**src/rtl/ppsdiv_pkg.sv**
```systemverilog
package ppsdiv_pkg;

    typedef enum logic [1:0] {
        SY_IDLE  = 2'd0,
        SY_ARMED = 2'd1,
        SY_ALIGN = 2'd2
    } sync_state_t;

endpackage

```
**src/rtl/ppsdiv_ref_sync.sv**
```systemverilog
module ppsdiv_ref_sync #(
    parameter int SYNC_FF = 2
) (
    input  logic clk_i,
    input  logic rst_ni,
    input  logic ref_i,
    output logic rise_o
);
    logic [SYNC_FF:0] sh_q;

    always_ff @(posedge clk_i or negedge rst_ni) begin
        if (!rst_ni) begin
            sh_q <= '0;
        end else begin
            sh_q <= {sh_q[SYNC_FF-1:0], ref_i};
        end
    end

    // last synchronizer flop high while the history flop is still low
    assign rise_o = sh_q[SYNC_FF-1] & ~sh_q[SYNC_FF];

    AST_RISE_SINGLE: assert property (@(posedge clk_i) disable iff (!rst_ni)
        rise_o |=> !rise_o);
endmodule

```
**src/rtl/ppsdiv_sync_fsm.sv**
```systemverilog
module ppsdiv_sync_fsm
    import ppsdiv_pkg::*;
(
    input  logic clk_i,
    input  logic rst_ni,
    input  logic arm_i,
    input  logic rise_i,
    output logic load_o,
    output logic armed_o
);
    sync_state_t state_q, state_d;

    always_ff @(posedge clk_i or negedge rst_ni) begin
        if (!rst_ni) begin
            state_q <= SY_IDLE;
        end else begin
            state_q <= state_d;
        end
    end

    always_comb begin
        state_d = state_q;
        unique case (state_q)
            SY_IDLE:  if (arm_i)  state_d = SY_ARMED;  // T_ARM
            SY_ARMED: if (rise_i) state_d = SY_ALIGN;  // T_CATCH
            SY_ALIGN: state_d = SY_IDLE;               // T_DONE
            default:  state_d = SY_IDLE;
        endcase
    end

    always_comb begin
        load_o  = (state_q == SY_ALIGN);
        armed_o = (state_q != SY_IDLE);
    end

    AST_ALIGN_ONCE: assert property (@(posedge clk_i) disable iff (!rst_ni)
        (state_q == SY_ALIGN) |=> (state_q == SY_IDLE));
    AST_IDLE_DEAF: assert property (@(posedge clk_i) disable iff (!rst_ni)
        (state_q == SY_IDLE && !arm_i) |=> (state_q == SY_IDLE));
    AST_ARM_TAKES: assert property (@(posedge clk_i) disable iff (!rst_ni)
        (state_q == SY_IDLE && arm_i) |=> armed_o);
endmodule

```
**src/rtl/ppsdiv_decade_stage.sv**
```systemverilog
module ppsdiv_decade_stage #(
    parameter int RADIX = 10
) (
    input  logic clk_i,
    input  logic rst_ni,
    input  logic load_i,
    input  logic en_i,
    output logic wrap_o
);
    localparam int CW = (RADIX > 2) ? $clog2(RADIX) : 1;
    localparam logic [CW-1:0] MAXV = CW'(RADIX - 1);

    logic [CW-1:0] digit_q;

    always_ff @(posedge clk_i or negedge rst_ni) begin
        if (!rst_ni) begin
            digit_q <= '0;
        end else if (load_i) begin
            digit_q <= '0;
        end else if (en_i) begin
            digit_q <= (digit_q == MAXV) ? '0 : digit_q + 1'b1;
        end
    end

    assign wrap_o = en_i & (digit_q == MAXV);

    AST_LOAD_CLEARS: assert property (@(posedge clk_i) disable iff (!rst_ni)
        load_i |=> (digit_q == '0));
    AST_DIGIT_RANGE: assert property (@(posedge clk_i) disable iff (!rst_ni)
        digit_q <= MAXV);
endmodule

```
**src/rtl/ppsdiv_stretch.sv**
```systemverilog
module ppsdiv_stretch #(
    parameter int WIDTH = 100
) (
    input  logic clk_i,
    input  logic rst_ni,
    input  logic trig_i,
    output logic pulse_o
);
    localparam int CW = $clog2(WIDTH + 1);

    logic [CW-1:0] left_q;

    always_ff @(posedge clk_i or negedge rst_ni) begin
        if (!rst_ni) begin
            left_q  <= '0;
            pulse_o <= 1'b0;
        end else if (trig_i) begin
            left_q  <= CW'(WIDTH - 1);
            pulse_o <= 1'b1;
        end else if (left_q != '0) begin
            left_q  <= left_q - 1'b1;
        end else begin
            pulse_o <= 1'b0;
        end
    end

    AST_STRETCH_START: assert property (@(posedge clk_i) disable iff (!rst_ni)
        trig_i |=> pulse_o);
    AST_STRETCH_HOLD: assert property (@(posedge clk_i) disable iff (!rst_ni)
        (pulse_o && left_q != '0) |=> pulse_o);
endmodule

```
**src/rtl/decade_pps_divider.sv**
```systemverilog
module decade_pps_divider #(
    parameter int NSTAGES = 7,
    parameter int RADIX   = 10,
    parameter int PULSE_W = 100,
    parameter int SYNC_FF = 2,
    parameter int SEL_W   = $clog2(NSTAGES + 1)
) (
    input  logic               clk_i,
    input  logic               rst_ni,
    input  logic               ref_pps_i,
    input  logic               arm_i,
    input  logic [SEL_W-1:0]   rate_sel_i,
    output logic [NSTAGES-1:0] tick_o,
    output logic               pps_o,
    output logic               rate_o,
    output logic               armed_o
);
    localparam int LAST = NSTAGES - 1;

    logic               rise;
    logic               load;
    logic [NSTAGES-1:0] en;
    logic [NSTAGES-1:0] wrap;
    logic [NSTAGES-1:0] tick_q;
    logic [SEL_W-1:0]   sel_idx;
    logic               wrap_sel;

    ppsdiv_ref_sync #(.SYNC_FF(SYNC_FF)) u_sync (
        .clk_i  (clk_i),
        .rst_ni (rst_ni),
        .ref_i  (ref_pps_i),
        .rise_o (rise)
    );

    ppsdiv_sync_fsm u_fsm (
        .clk_i   (clk_i),
        .rst_ni  (rst_ni),
        .arm_i   (arm_i),
        .rise_i  (rise),
        .load_o  (load),
        .armed_o (armed_o)
    );

    generate
        for (genvar i = 0; i < NSTAGES; i++) begin : g_stage
            if (i == 0) begin : g_first
                assign en[i] = 1'b1;
            end else begin : g_next
                assign en[i] = wrap[i-1];
            end
            ppsdiv_decade_stage #(.RADIX(RADIX)) u_dig (
                .clk_i  (clk_i),
                .rst_ni (rst_ni),
                .load_i (load),
                .en_i   (en[i]),
                .wrap_o (wrap[i])
            );
        end
    endgenerate

    always_ff @(posedge clk_i or negedge rst_ni) begin
        if (!rst_ni) begin
            tick_q <= '0;
        end else begin
            tick_q <= wrap & {NSTAGES{~load}};
        end
    end

    assign tick_o = tick_q;

    always_comb begin
        sel_idx  = (rate_sel_i >= SEL_W'(NSTAGES)) ? SEL_W'(LAST) : rate_sel_i;
        wrap_sel = 1'b0;
        for (int i = 0; i < NSTAGES; i++) begin
            if (int'(sel_idx) == i) wrap_sel = wrap[i];
        end
    end

    ppsdiv_stretch #(.WIDTH(PULSE_W)) u_pps_str (
        .clk_i   (clk_i),
        .rst_ni  (rst_ni),
        .trig_i  (wrap[LAST] & ~load),
        .pulse_o (pps_o)
    );

    ppsdiv_stretch #(.WIDTH(PULSE_W)) u_rate_str (
        .clk_i   (clk_i),
        .rst_ni  (rst_ni),
        .trig_i  (wrap_sel & ~load),
        .pulse_o (rate_o)
    );

    AST_TICK_SINGLE: assert property (@(posedge clk_i) disable iff (!rst_ni)
        tick_q[LAST] |=> !tick_q[LAST]);
    AST_PPS_WITH_TICK: assert property (@(posedge clk_i) disable iff (!rst_ni)
        tick_q[LAST] |-> pps_o);

    generate
        for (genvar i = 1; i < NSTAGES; i++) begin : g_nest
            AST_TICK_NESTED: assert property (@(posedge clk_i) disable iff (!rst_ni)
                tick_q[i] |-> tick_q[i-1]);
        end
    endgenerate
endmodule

```
**config.mk**
```make
export PLATFORM = sky130hd
export DESIGN_NAME = decade_pps_divider
export DESIGN_NICKNAME = d
export VERILOG_FILES = /design/src/rtl/ppsdiv_pkg.sv /design/src/rtl/ppsdiv_ref_sync.sv /design/src/rtl/ppsdiv_sync_fsm.sv /design/src/rtl/ppsdiv_decade_stage.sv /design/src/rtl/ppsdiv_stretch.sv /design/src/rtl/decade_pps_divider.sv
export SDC_FILE = /design/constraint.sdc
export NUM_CORES = 1
export LEC_CHECK = 0
export ABC_AREA = 0
export BUFFER_PORTS_ARGS = -buffer_cell sky130_fd_sc_hd__buf_4
export CAP_MARGIN = 20
export CORE_MARGIN = 5
export CORE_UTILIZATION = 45
export DETAILED_ROUTE_END_ITERATION = 8
export PLACE_DENSITY = 0.65
export SLEW_MARGIN = 10
export SYNTH_ARGS = -nofsm -noshare
export SYNTH_HDL_FRONTEND = slang
export SYNTH_HIERARCHICAL = 1
export SYNTH_SLANG_ARGS = --single-unit
export TNS_END_PERCENT = 10
```
**constraint.sdc**
```tcl
create_clock -name clk_i -period 4.7 [get_ports clk_i]
set_clock_uncertainty 0.2 [all_clocks]
set_input_delay 0.47 -clock clk_i [delete_from_list [all_inputs] [get_ports clk_i]]
set_output_delay 0.47 -clock clk_i [all_outputs]
set_load 0.01 [all_outputs]
```
==> results of run 1 <==
## cell families (layout without fill, tap and decap cells)
kind of cell,after synthesis,in the layout,share of synthesized area [%]
and+or+nand+nor,119,119,25.46
buffers and inverters,24,52,3.000
other,1,6,0.1249
xor gates and xnor gates,2,2,0.5834
AOI/OAI and AO/OA,71,71,15.04
DFF,56,56,46.67
adders and majority gates,16,16,6.667
muxes,6,6,2.458
## per-stage QoR
step / util [%] / setup WS (ns) / power, mW / instances
2_1_floorplan: - / 0.2383 / 0.9323 / 300
3_3_place_gp: 51.04 / 0.6206 / 1.019 / 397
3_5_place_dp: 51.04 / 0.3340 / 1.032 / 397
4_1_cts: 53.52 / 0.3007 / 1.460 / 405
5_1_grt: 53.73 / 0.06637 / 1.547 / 405
6_report: 53.73 / 0.6461 / 1.437 / 405
## worst max path at each step
| stage | cells past startpoint | from | endpoint | slack (ns) |
|---|---|---|---|---|
| after floorplan | 22 | g_stage[0].u_dig/digit_q[1] | u_rate_str/left_q[2] | 0.24 |
| after global placement | 24 | g_stage[0].u_dig/digit_q[1] | u_rate_str/left_q[2] | 0.62 |
| after detailed placement | 25 | g_stage[0].u_dig/digit_q[1] | u_rate_str/left_q[2] | 0.33 |
| after CTS | 25 | g_stage[0].u_dig/digit_q[1] | u_rate_str/left_q[2] | 0.30 |
| after global routing | 24 | g_stage[0].u_dig/digit_q[1] | u_rate_str/left_q[2] | 0.07 |
| final | 25 | g_stage[0].u_dig/digit_q[1] | u_rate_str/left_q[2] | 0.65 |
## layer usage
layer | routed length (µm) | share of wire [%]
met5 | 0 | 0
met2 | 2268 | 44
met3 | 137 | 2.6
met1 | 2752 | 53
met4 | 46 | 0.88
## critical path: stages (launching register included)
cell and delay, ns:
dfrtp_1 0.43, inv_1 0.07, ha_1 0.17, nand3b_1 0.14, nor2_1 0.12, buf_4 0.16
inv_1 0.07, nor2_1 0.39, inv_1 0.14, nor2_1 0.17, inv_1 0.09, nor2_1 0.14
inv_1 0.09, nor2_1 0.10, buf_4 0.16, inv_1 0.07, nor2_1 0.10, buf_4 0.15
inv_1 0.07, nor2_1 0.14, nand2b_1 0.12, o211ai_1 0.13, a21oi_4 0.30, nor2_1 0.08
nand2_1 0.07, o22ai_1 0.07
## final cells by class
class                   instances  area, µm²
clock buffers                   5      68.82
clock inverters                 3      90.09
fillers                       560       2972
inverters                      22      82.58
multi-input cells             220       1546
flip-flops and latches         56       1401
well taps                      77      96.34
repair buffers                 22      165.2
## timing repair
item                                    4_1_cts  5_1_grt
resized for setup                             0        3
endpoints found under the setup margin        0       12
hold endpoints to repair                      0        0
## sequential cells by signal, indices dropped and copies added (netlist names)
name                   cells
g_stage.u_dig/digit_q     28
tick_o                     7
u_pps_str/left_q           7
u_rate_str/left_q          7
u_sync/sh_q                3
u_fsm/state_q              2
u_pps_str/pulse_o          1
u_rate_str/pulse_o         1
## power by group
group          switching (mW)  leakage [nW]  internal, mW
Clock                   0.151        0.0784         0.266
Sequential             0.0953         0.729         0.574
Combinational           0.168         0.700         0.183
Total                   0.414          1.51          1.02
## placed cells by master, fill, tap and decap left out, types with 3 or more instances in the layout
master,count
conb_1,6
nand2_1,30
a21boi_0,7
o21ai_0,14
nand2_2,7
clkbuf_8,5
bufinv_16,3
ha_1,16
mux2i_1,4
o21ai_1,4
buf_4,22
nor2_1,15
and4b_2,7
dfrtp_1,56
nor2b_1,8
nand3b_1,23
nand2b_1,7
a21oi_2,8
a21oi_1,21
a211o_1,7
or3_1,4
inv_1,22
==> summary.txt, run 1 <==
Timing
  – Worst hold slack: 0.008581 ns
  – Endpoints failing setup: 0
  – Slew HR: between 50 and 60%
  – Final min period: roughly 4.1 ns
  – Final worst-path cycle share: a little under nine tenths
  – Final Max Tran Viols: 0
  – Final Hold Fails: 0
  – Setup tns final: 0 ns
  – RSZ-0062 raised after global routing: no
  – Max frequency: roughly 250 MHz
  – Measured slew at the worst slew-check pin: 0.7137 ns

Clocking
  – Clock sink count: 56
  – CTS buffer count: 5
  – Max H-tree Level: 2
  – CTS Buffer Depth: 2
  – Clock slew at reported path FFs: around 0.10 ns
  – Worst-Skew Late Latency: around 0.30 ns
  – Cts-stage hold buffer count: 0
  – Clock Tree Root: clkbuf_8
  – Setup Buffers After CTS: 0
  – TritonCTS clock tree: built

Synth
  – Seq/Total Area, Yosys: 46.67%
  – Post-synth top area share: 46.67%
  – Synth Flop Type: dfrtp_1
  – Mean area per synthesized cell: around 10 µm²
  – Synth warn: 6
  – Seq cells post-synth: 56
  – Synth Instances: just under 300
  – Post-synth EDFFs: 0
  – Post-synth top area cell: dfrtp_1
  – Synth area leaders: dfrtp_1, ha_1, nand3b_1
  – FFs w/ async S/R, synth: 100.0%
  – Mapped Area: between 3000 and 4000 µm²
  – Post-synth top cells: dfrtp_1, nand2_1, nand3b_1
  – Count leader, synth: dfrtp_1
  – Yosys cell types: 38

Pwr
  – Leak pwr: ~1.5 nW
  – Cell Pwr Density: around 420 nW/µm²
  – Max VDD drop: 0.2122 mV

GRT
  – Total gr overflow: 0
  – First-pass GRT wire length: between 9 and 10 mm
  – Vias in the first global route: 2,150
  – Grt met2 use: about a fifth
  – Total global-route track usage: between 10% and 20%
  – GRT met3 Usage: under 10%
  – Top Usage Layer GRT: met2
  – Met1 Resource Use GR: a little under a fifth
  – Largest net degree at the start of global routing: 57
  – Antenna violations before repair: 0

Die
  – # IOs: 17
  – Die area: about 8400 µm²
  – Die width: 91.69 µm
  – Core Box Area: roughly 6400 µm²
  – DIE HEIGHT: roughly 92 µm
  – Site row count: 29
  – Starting Density: between 40% and 50%

Cells and area
  – Synth-to-layout area growth: 14.92%
  – Layout cell share with drive strength beyond 1: 20.12%
  – Final #Nets: 350
  – Antenna Cells: 0
  – Final instance area: 3451 µm²

Place
  – PortBufs: 16
  – Placed Area: roughly 3300 µm²
  – Post-DP HPWL: between 3 and 4 mm
  – Final GP Congestion: approximately 0.78

Worst setup path
  – CP Launch Type: flop
  – Max Fanout on Critical Path: 12
  – Data arrival time of the critical path: about 4.0 ns
  – RR Startpoint: g_stage[0].u_dig/digit_q[1]
  – Critical path class: reg -> reg
  – FF-to-FF setup slack: 0.65 ns
  – Worst Path Required: about 4.7 ns
  – Worst r2r dst: u_rate_str/left_q[2]
  – Crit end category: flop
  – Reg2Reg Depth: 25

Routing
  – Vias per cell: 5.215
  – Total number of vias: roughly 2,100
  – DR DRC count: 0
  – Detailed Route Iter0 Violations: 71
  – Wire per inst: around 13 µm
  – Routed Antenna Nets: 0
  – Drt pass-1 iters: 4
  – Post-Route WL: 5.204 mm

Min path
  – Min-Delay Path Class: in -> async

Job
  – Max cap viols: 0

Run status
  – Status: finished clean
(Power assumes the default switching activity.)
==> inputs of run 2 (changes only) <==
- PLACE_DENSITY: 0.65 -> 0.63
- clock period: 4.7 -> 4.1 ns (I/O delays scaled with it)
==> run 2 against run 1 <==
- hold slack improved by 0.14 ns
- non-clock buffer count grew 3
- total power rose by 6.5%
- largest power group unchanged
==> summary.txt, run 2 (synthesis results as in run 1) <==
Routing
  – Detailed Route Iter0 Violations: 71
  – Total number of vias: ~2,200
  – Wire per inst: ~13 µm
  – Post-Route WL: 5.361 mm
  – Drt pass-1 iters: 4
  – DR DRC count: 0
  – Routed Antenna Nets: 0
  – Vias per cell: about 5.3

Timing
  – Endpoints failing setup: 0
  – RSZ-0062 raised after global routing: no
  – Final Max Tran Viols: 0
  – Final min period: around 3.7 ns
  – Slew HR: between 50% and 60%
  – Setup tns final: 0 ns
  – Final worst-path cycle share: 89.07%
  – Max frequency: between 200 and 300 MHz
  – Measured slew at the worst slew-check pin: between 0.7 and 0.8 ns
  – Final Hold Fails: 0

Run status
  – Status: finished clean

Pwr
  – Cell Pwr Density: 445.8 nW/µm²
  – Design Power: about 1.5 mW
  – Leak pwr: approximately 1.5 nW
  – Max VDD drop: 0.2094 mV

GRT
  – Largest net degree at the start of global routing: 57
  – Total global-route track usage: 13.83%
  – Vias in the first global route: roughly 2,100
  – Total gr overflow: 0
  – First-pass GRT wire length: just under 10 mm
  – Antenna violations before repair: 0

Clocking
  – CTS buffer count: 5
  – Clock Tree Root: clkbuf_8
  – Clock slew at reported path FFs: approximately 0.10 ns
  – Worst-Skew Late Latency: around 0.31 ns
  – TritonCTS clock tree: built
  – CTS Buffer Depth: 2
  – Max H-tree Level: 2
  – Clock sink count: 56

Die
  – Starting Density: a little under half
  – Site row count: 29
  – Die width: around 92 µm
  – DIE HEIGHT: roughly 92 µm
  – Die area: approximately 8400 µm²
  – # IOs: 17
  – Core Box Area: 6422 µm²

Cells and area
  – Synth-to-layout area growth: 14.37%
  – Most frequent cells in the layout: dfrtp_1, nand2_1, nand3b_1, buf_4
  – Biggest register: g_stage.u_dig/digit_q
  – Most common cell after layout, fill and taps aside: dfrtp_1
  – Antenna Cells: 0
  – Multi-input gate area: between 1500 and 2000 µm²
  – Fill count: about 570
  – Non-filler cells, final: 408
  – Layout cell share with drive strength beyond 1: 21.15%
  – Post-layout util: a little over half
  – Max reg flops: 28
  – Storage cell area: about 1400 µm²
  – Final #Nets: about 350

Worst setup path
  – FF-to-FF setup slack: 0.45 ns
  – Reg2Reg Depth: 23
  – Critical path class: reg -> reg
  – Max Fanout on Critical Path: 12
  – RR Startpoint: g_stage[0].u_dig/digit_q[1]
  – Crit end category: flop
  – Worst r2r dst: u_rate_str/left_q[2]
  – CP Launch Type: flop
  – Data arrival time of the critical path: ~3.6 ns
  – Worst Path Required: about 4.1 ns

Place
  – Final GP Congestion: roughly 0.77
  – Placed cells: between 300 and 400
  – Post-DP HPWL: ~3.7 mm
  – PortBufs: 16

Job
  – Max cap viols: 0

Min path
  – Hold wc startpoint: arm_i
  – Min-Delay Path Class: in -> reg
  – Worst hold stages: 3
  – Hold EP: u_fsm/state_q[0]
-- run 2: routing by layer --
layer / up-vias / track usage [%] / part of all wire, % / wire [µm]
li1: 1090 / - / - / -
met1: 1033 / 18.45 / 49 / 2639
met2: 26 / 22.22 / 46 / 2467
met3: 7 / 3.191 / 3.5 / 189
met4: 0 / 4.827 / 1.2 / 65
met5: - / 0 / 0 / 0
-- run 2: layout make-up --
class | count | area share [%]
multi-input combinational | 220 | 45.14
timing repair buffer | 25 | 5.610
clock buffer | 5 | 2.004
inverter | 22 | 2.404
tap | 77 | 2.805
clock inverter | 3 | 1.239
sequential | 56 | 40.80
-- run 2: metrics by stage --
step | worst slack (ns) | hold slack [ns] | instance area, µm²
after CTS | 0.3633 | 0.1351 | 3430
after detailed placement | 0.3738 | 0.1511 | 3298
after global placement | 0.5242 | 0.1358 | 3298
after floorplan | 0.07733 | -0.08559 | 3034
final | 0.4481 | 0.1488 | 3435
after global routing | 0.04005 | 0.1334 | 3435
-- run 2: worst max-delay path: stages (launching register included) --
cell and delay [ns]:
dfrtp_1 0.42, inv_1 0.07, ha_1 0.17, nand3b_1 0.17, nor2_4 0.21, inv_1 0.11
nor2_2 0.13, inv_1 0.08, nor2_2 0.28, inv_1 0.13, nor2_2 0.13, inv_1 0.08
nor2_2 0.12, inv_1 0.07, nor2_1 0.10, buf_4 0.15, inv_1 0.07, nor2_1 0.11
nand2b_1 0.11, o211ai_1 0.09, a21oi_1 0.14, buf_4 0.19, nand2b_1 0.12, o22ai_1 0.07
-- run 2: timing repair --
item                                   CTS  global route
setup endpoints to repair                0             4
buffers inserted                         0             0
endpoints found under the hold margin   57             0
hold buffers                             2             0
gates resized for setup                  0             1
-- run 2: power by group --
part	switching (mW)	internal [mW]
Combinational	0.194	0.210
Clock	0.179	0.181
Sequential	0.109	0.658
Total	0.482	1.05
-- run 2: worst max path at each step --
stage	startpoint	to	slack, ns	cells after the start
final	g_stage[0].u_dig/digit_q[1]	u_rate_str/left_q[2]	0.45	23
after detailed placement	g_stage[0].u_dig/digit_q[1]	u_rate_str/left_q[2]	0.37	23
after global placement	g_stage[0].u_dig/digit_q[1]	u_rate_str/left_q[2]	0.52	23
after CTS	g_stage[0].u_dig/digit_q[1]	u_rate_str/left_q[2]	0.36	23
after floorplan	g_stage[0].u_dig/digit_q[1]	u_rate_str/left_q[2]	0.08	22
after global routing	g_stage[0].u_dig/digit_q[1]	u_rate_str/left_q[2]	0.04	23
